File: src/rtl/txdma_refill.sv
module txdma_refill #(
  parameter int DEPTH = 16,
  localparam int LVL_W = $clog2(DEPTH + 1)
) (
  input  logic             clk,
  input  logic             rst_n,
  input  logic             start,
  input  logic [7:0]       page_start,
  input  logic [7:0]       count_lo,
  input  logic [7:0]       count_hi,
  input  logic [LVL_W-1:0] threshold,
  input  logic [LVL_W-1:0] fifo_level,
  output logic             mem_rd_en,
  output logic [15:0]      mem_addr,
  input  logic [7:0]       mem_rd_data,
  output logic             fifo_wr_en,
  output logic [7:0]       fifo_wr_data,
  output logic             busy,
  output logic             done,
  output logic [15:0]      bytes_left
);

  typedef enum logic [1:0] {S_IDLE, S_BURST, S_HOLD, S_LAST} st_t;

  st_t         st;
  logic        rvalid;
  logic [15:0] addr_q, remain_q;
  logic [LVL_W:0] proj;
  logic        room, low;

  assign proj  = {1'b0, fifo_level} + (LVL_W+1)'(rvalid);
  assign room  = proj < (LVL_W+1)'(DEPTH);
  assign low   = proj < {1'b0, threshold};

  assign mem_rd_en    = (st == S_BURST) && room;
  assign mem_addr     = addr_q;
  assign fifo_wr_en   = rvalid;
  assign fifo_wr_data = mem_rd_data;
  assign busy         = (st != S_IDLE);
  assign bytes_left   = remain_q;

  always_ff @(posedge clk) begin
    if (!rst_n) begin
      st       <= S_IDLE;
      rvalid   <= 1'b0;
      addr_q   <= '0;
      remain_q <= '0;
      done     <= 1'b0;
    end else begin
      done   <= 1'b0;
      rvalid <= mem_rd_en;
      case (st)
        S_IDLE:
          if (start) begin
            addr_q   <= {page_start, 8'h00};
            remain_q <= {count_hi, count_lo};
            if ({count_hi, count_lo} == 16'd0) done <= 1'b1;
            else                               st   <= S_BURST;
          end
        S_BURST:
          if (room) begin
            addr_q   <= addr_q + 16'd1;
            remain_q <= remain_q - 16'd1;
            if (remain_q == 16'd1) st <= S_LAST;
          end else begin
            st <= S_HOLD;
          end
        S_HOLD:
          if (low) st <= S_BURST;
        S_LAST:
          if (rvalid) begin
            st   <= S_IDLE;
            done <= 1'b1;
          end
        default: st <= S_IDLE;
      endcase
    end
  end

endmodule

File: config.mk
export PLATFORM = sky130hd
export DESIGN_NAME = txdma_refill
export DESIGN_NICKNAME = d
export VERILOG_FILES = /design/src/rtl/txdma_refill.sv
export SDC_FILE = /design/constraint.sdc
export NUM_CORES = 1
export LEC_CHECK = 0
export ABC_CLOCK_PERIOD_IN_PS = 2850
export BUFFER_PORTS_ARGS = -buffer_cell sky130_fd_sc_hd__buf_4
export CORE_ASPECT_RATIO = 0.5
export CORE_MARGIN = 2
export CORE_UTILIZATION = 45
export DETAILED_ROUTE_END_ITERATION = 12
export PLACE_DENSITY = 0.7
export SETUP_SLACK_MARGIN = 0.5
export SYNTH_ARGS = -nofsm -noshare
export SYNTH_HDL_FRONTEND = slang
export SYNTH_SLANG_ARGS = --single-unit
File: constraint.sdc
create_clock -name clk -period 2.85 [get_ports clk]
set_input_delay 0 -clock clk [delete_from_list [all_inputs] [get_ports clk]]
set_output_delay 0 -clock clk [all_outputs]
set_load 0.03 [all_outputs]
==> results.cfg, run 1 <==
[run_status]
status = complete, no violations

[yosys]
synthDistinctLibCells = 60
synth_nets = 388
synthFlopType = dfxtp_1
ys_seq_area_share_pct = 28.2
syn_area_sq_um = 2550
synth.largest_area_cell = dfxtp_1
synth-seq-cells = 36
synth_top_cell_area_share_pct = 28.2
postSynthCellCount = 330
synthTopCellsByArea = dfxtp_1 28%, ha_1 6.4%, nand2_1 5.0%
synth-edff-count = 0
yosysWarnings = 0
avgSynthCellArea_sq_um = 7.73
async_flop_share_pct = 0

[global_route]
grt.overflow.total = 0
grt_pass1_vias = 2453
grt_pass1_wl_microns = 12000
grt_max_degree = 39
antenna_found_initial = 0
grt_usage_pct = 23.5

[final_layout]
nets = 450
post-route-util_pct = 61.4
n_antenna_cell = 0
fillers = 495
area_growth_pct = 31.6
fin_cells = 466
design_area_sq_um = 3360
drive_gt1_share_pct = 27.0

[worst_hold_path]
hold_path.class = primary input to output pin
hp-start = mem_rd_data[2]

[clock_network]
clkSinkCount = 36
cts-buffers-inserted = 5
post_cts_buffers = 0
cts_max_level = 2
insertion_delay_ps = 280
cts_tree = yes
clockBufferDepth = 2
path_clk_slew_ps = 60
cts_root_buf = clkbuf_16

[placed_design]
dp_slack_ps = 421
gp_congestion = 0.870
post-place-cells = 457
dpl.hpwl_microns = 5520
dpl_cell_area_sq_um = 3110
numPortBuffers = 72

[detailed_routing]
viasPerCell = 5.79
drc = 0
vias = 2698
drt-initial-drc-count = 149
drt_first_pass_iters = 4
ant_nets = 0
drt-total-wl_microns = 7660
wl_per_cell_microns = 16.4

[floorplan]
die_w_microns = 111
die_area_sq_um = 6330
start_util_pct = 46.7
die_y_microns = 57.3
core_area_sq_um = 5470
num_rows = 19
io_pins = 89

[pwr]
clockPowerShare_pct = 17.3
combPwrFrac_pct = 58.7
power_density_nw_per_um2 = 1090
p_sw_share_pct = 48.0
p_int_mw = 1.90
p_sw_mw = 1.76
ir_worst_vdd_v = 0.000457
power.leakage_nw = 1.39
finalPower_mw = 3.66
seqPwrFrac_pct = 24.0

[timing]
period_share_pct = 80.7
fin_setup_tns_ps = 0
fmax_ghz = 0.435
setup_viol = 0
fin_hold_ws_ps = 0.0116
fin_skew_ps = 3.86
rsz0062_at_grt = true
period_minus_slack_ps = 2300
tightestPinTransition_ps = 623
setup_slack_ps = 551
slew_headroom_pct = 58.1
hold_viol = 0
maxSlewViolCount = 0

[setup_path]
crit_chain = ha_4 > ha_4 > xor2_1 > ha_1 > o21a_1 > o21ai_2 > o21ai_2 > a2111oi_4 > mux2i_1
setup.worst_path.start_class = register
cp_slowest_cell = a2111oi_4
arrival_ps = 2500
endpoint_kind = register
worst-path-buf-inv = 0
critPathMaxStageDelay_ps = 430
crit_type = register to register
reg2reg_from = fifo_wr_en
startpoint = fifo_wr_en
worstPathRequired_ps = 3050
path_delay_family = compound AO/OA/AOI/OAI gates
critPathMaxFanout = 4

[job]
maxCapViolations = 0
metal layers:
layer	vias to the layer above	GRT usage [%]	wire (microns)
met5	-	0	0
met1	1264	31.8	3480
li1	1313	-	-
met4	0	5.18	48
met2	110	39.4	3550
met3	11	5.31	576
placed cells by master, fill, tap and decap left out, types with 4 or more instances in the layout:
cell type	synthesis	layout
xnor2_1	8	8
nor3_1	15	15
inv_1	18	18
clkbuf_16	0	5
ha_1	13	10
o21ai_0	8	7
nand2_1	34	34
o21ai_1	10	9
nor2_1	34	34
o22ai_1	4	4
and3_1	6	5
a21oi_1	23	23
nand3_1	7	7
buf_4	11	76
dfxtp_1	36	35
a31oi_1	8	8
a21o_1	5	5
nor4_1	6	6
nand4_1	4	4
o21a_1	6	6
state kept, by name, summed over array words and instances, names as in the netlist:
register	flops
done	1
mem_addr	16
fifo_wr_en	1
st	2
bytes_left	16
synth_stat cells, drive strengths merged, types with 3 or more instances:
cell	instances
mux2i	4
clkbuf	8
nand4	4
a31oi	8
o221a	3
o2bb2ai	3
nor3	15
and4	3
buf	15
and3	6
nand2	34
and2	3
nand3	7
a21oi	23
ha	13
o21a	6
dfxtp	36
or3	3
nor4	7
nand2b	5
nor2b	3
inv	19
nor2	35
o22ai	4
nor4b	3
a41oi	3
o21ai	18
a21o	5
xnor2	8
area by class of cell:
class | count | area (sq um) | area share, %
flip-flops and latches | 36 | 724 | 21.6
well taps | 73 | 91.3 | 2.72
clock buffers | 5 | 125 | 3.72
clock inverters | 3 | 42.5 | 1.27
inverters | 19 | 71.3 | 2.12
multi-input cells | 252 | 1700 | 50.7
repair buffers | 78 | 601 | 17.9
logic make-up (layout without fill, tap and decap cells):
family,count (synthesis),count (layout),synth area share [%]
compound gates,92,92,25.2
xor+xnor,10,10,3.43
fa+ha+maj,13,13,6.37
buf+inv,42,105,7.94
flops,36,36,28.2
mux,6,6,2.45
simple gates,131,131,26.4
repair_timing:
action                                 in CTS  in global routing
cloned                                      0                  0
hold buffers                                1                  0
setup endpoints to repair                   3                 10
gates resized for setup                     3                 12
endpoints found under the hold margin       1                  0
pin swaps                                   2                  4
worst paths after layout:
check | end | slack, ps | cells past startpoint
min | fifo_wr_data[2] | 0.01 | 0
max reg2reg | st[1] | 550 | 9
max | st[1] | 550 | 9
min reg2reg | mem_addr[15] | 500 | 2
power groups by stage:
stage	combinational, mW	sequential, mW	clock (mW)
after global placement	2.04	0.870	0
final	2.15	0.879	0.633
after detailed placement	2.08	0.879	0
after floorplan	1.24	1.11	0
after CTS	2.10	0.871	0.636
after global routing	2.32	0.900	0.668
Note: power is estimated with default switching activity, not from simulation.
==> run 2, diff against run 1 <==
--- a/config.mk
+++ b/config.mk
@@ -5,13 +5,14 @@
 export SDC_FILE = /design/constraint.sdc
 export NUM_CORES = 1
 export LEC_CHECK = 0
-export ABC_CLOCK_PERIOD_IN_PS = 2850
+export ABC_AREA = 1
+export ABC_CLOCK_PERIOD_IN_PS = 2300
 export BUFFER_PORTS_ARGS = -buffer_cell sky130_fd_sc_hd__buf_4
 export CORE_ASPECT_RATIO = 0.5
 export CORE_MARGIN = 2
 export CORE_UTILIZATION = 45
 export DETAILED_ROUTE_END_ITERATION = 12
-export PLACE_DENSITY = 0.7
+export PLACE_DENSITY = 0.69
 export SETUP_SLACK_MARGIN = 0.5
 export SYNTH_ARGS = -nofsm -noshare
 export SYNTH_HDL_FRONTEND = slang
==> constraint.sdc (replaced) <==
create_clock -name clk -period 2.3 [get_ports clk]
set_input_delay 0 -clock clk [delete_from_list [all_inputs] [get_ports clk]]
set_output_delay 0 -clock clk [all_outputs]
set_load 0.03 [all_outputs]
==> run 2 against run 1 <==
Sequential share of layout area shrank 2.5 points. Power grew 40%. Combinational power grew 56%. Wire length grew 4.2%. Critical endpoint is now mem_addr[4].
==> results.cfg, run 2 <==
[final_layout]
n_antenna_cell = 0
fin_cells = 645
mostFrequentLayoutCells = 124 x nand2_1, 80 x nor2_1, 77 x buf_4
design_area_sq_um = 3800
nets = 614
post-route-util_pct = 62.2
drive_gt1_share_pct = 25.7
fillers = 652
layout_commonest_cell = nand2_1
area_growth_pct = 32.7

[clock_network]
clkSinkCount = 36
cts_root_buf = clkbuf_16
cts_hold_buf = 0
clockBufferDepth = 2
path_clk_slew_ps = 60
cts_max_level = 2
cts_tree = yes
cts-buffers-inserted = 5
insertion_delay_ps = 280

[floorplan]
start_util_pct = 46.9
num_rows = 20
die_w_microns = 117
io_pins = 89
die_y_microns = 60.4
die_area_sq_um = 7050
core_area_sq_um = 6110

[setup_path]
crit_type = register to register
worst-path-buf-inv = 3
critPathMaxStageDelay_ps = 350
cp_slowest_cell = dfxtp_4
path_delay_family = buffers and inverters
worstPathRequired_ps = 2510
critPathMaxFanout = 7
crit_chain = ha_4 > ha_4 > nand2_2 > inv_2 > nand2_2 > nand2_4 > nand3_4 > a21boi_4 > buf_6 > clkbuf_16 > nand2_4 > a21oi_2
endpoint_kind = register
arrival_ps = 2040
setup.worst_path.start_class = register

[detailed_routing]
drt-initial-drc-count = 98
viasPerCell = 4.88
drt-total-wl_microns = 7980
drt_first_pass_iters = 5
drc = 0
vias = 3146
wl_per_cell_microns = 12.4
ant_nets = 0

[placed_design]
dpl_cell_area_sq_um = 3440
numPortBuffers = 72
post-place-cells = 634
dp_slack_ps = 442
dpl.hpwl_microns = 5550
gp_congestion = 0.848

[yosys]
synth_nets = 548
yosysMostFrequentCell = nand2_1
async_flop_share_pct = 0
synthTopCellsByArea = dfxtp_1 25%, nand2_1 18%, nor2_1 11%
synth_commonest_cells = 134 x nand2_1, 83 x nor2_1, 69 x inv_1
avgSynthCellArea_sq_um = 5.84
synth-seq-cells = 36
synth.largest_area_cell = dfxtp_1
ys_seq_area_share_pct = 25.2
synth_top_cell_area_share_pct = 25.2
postSynthCellCount = 490
synth-edff-count = 0
yosysWarnings = 0
syn_area_sq_um = 2860
synthDistinctLibCells = 29
synthFlopType = dfxtp_1

[worst_hold_path]
hold_path.class = primary input to output pin

[timing]
period_share_pct = 79.6
fmax_ghz = 0.546
slew_headroom_pct = 44.2
setup_slack_ps = 469
period_minus_slack_ps = 1830
setup_viol = 0
fin_hold_ws_ps = 0.0132
rsz0062_at_grt = true
hold_viol = 0
maxSlewViolCount = 0
fin_skew_ps = 6.22
tightestPinTransition_ps = 837
fin_setup_tns_ps = 0

[run_status]
status = complete, no violations

[global_route]
grt_pass1_wl_microns = 12200
antenna_found_initial = 0
grt_max_degree = 29
grt.overflow.total = 0
grt_pass1_vias = 2709
grt_usage_pct = 22.1

[pwr]
finalPower_mw = 5.12
power.leakage_nw = 1.86
power_density_nw_per_um2 = 1350
ir_worst_vdd_v = 0.000468

[job]
maxCapViolations = 0
## run 2: cell types whose count changed after synthesis, moves of 5 or more
cell     previous run  this run
a21o_1              5         0
a31oi_1             8         1
and3_1              6         0
inv_1              18        69
nand2_1            34       134
nand3_1             7        44
nor2_1             34        83
nor3_1             15         2
nor4_1              6         0
o21a_1              6         0
o21ai_0             8        30
o21ai_1            10         1
or2_2               0         6
xnor2_1             8         1
## run 2: final timing paths
kind / start / endpoint / slack (ps) / depth (start not counted)
max: fifo_wr_en / mem_addr[4] / 470 / 12
min: mem_rd_data[5] / fifo_wr_data[5] / 0.01 / 0
max reg2reg: fifo_wr_en / mem_addr[4] / 470 / 12
min reg2reg: mem_addr[15] / mem_addr[15] / 510 / 2
## run 2: cells by family after synthesis
logic type               count (synthesis)  synth area share (%)
AND/OR/NAND/NOR                        281                  41.3
buffers and inverters                   93                  14.6
AO/OA/AOI/OAI                           60                  11.1
flip-flops                              36                  25.2
adder cells (fa/ha/maj)                 13                  5.68
XOR/XNOR                                 7                  2.14
## run 2: repair_timing
item,CTS,global route
buffers inserted,1,1
pin swaps,6,16
setup endpoints to repair,3,34
cloned,0,1
resized for setup,4,43
## run 2: final cells by class
| class | instances | area (sq um) | area share [%] |
|---|---|---|---|
| well taps | 88 | 110 | 2.90 |
| inverters | 71 | 267 | 7.02 |
| clock buffers | 5 | 125 | 3.29 |
| multi-input cells | 361 | 1900 | 50.0 |
| repair buffers | 81 | 649 | 17.1 |
| flip-flops and latches | 36 | 724 | 19.1 |
| clock inverters | 3 | 22.5 | 0.593 |
## run 2: routing by layer
metal	vias to the layer above	GRT usage [%]	wire length, microns
met4	0	5.71	59
met2	95	38.5	3660
li1	1652	-	-
met5	-	0	0
met1	1390	29.2	3760
met3	9	3.90	495
## run 2: power by group
part           internal [mW]  total (mW)  switching [mW]  leakage, nW
clock network          0.404       0.689           0.285       0.0703
registers              0.818        1.07           0.253        0.296
logic                   1.25        3.36            2.11         1.50
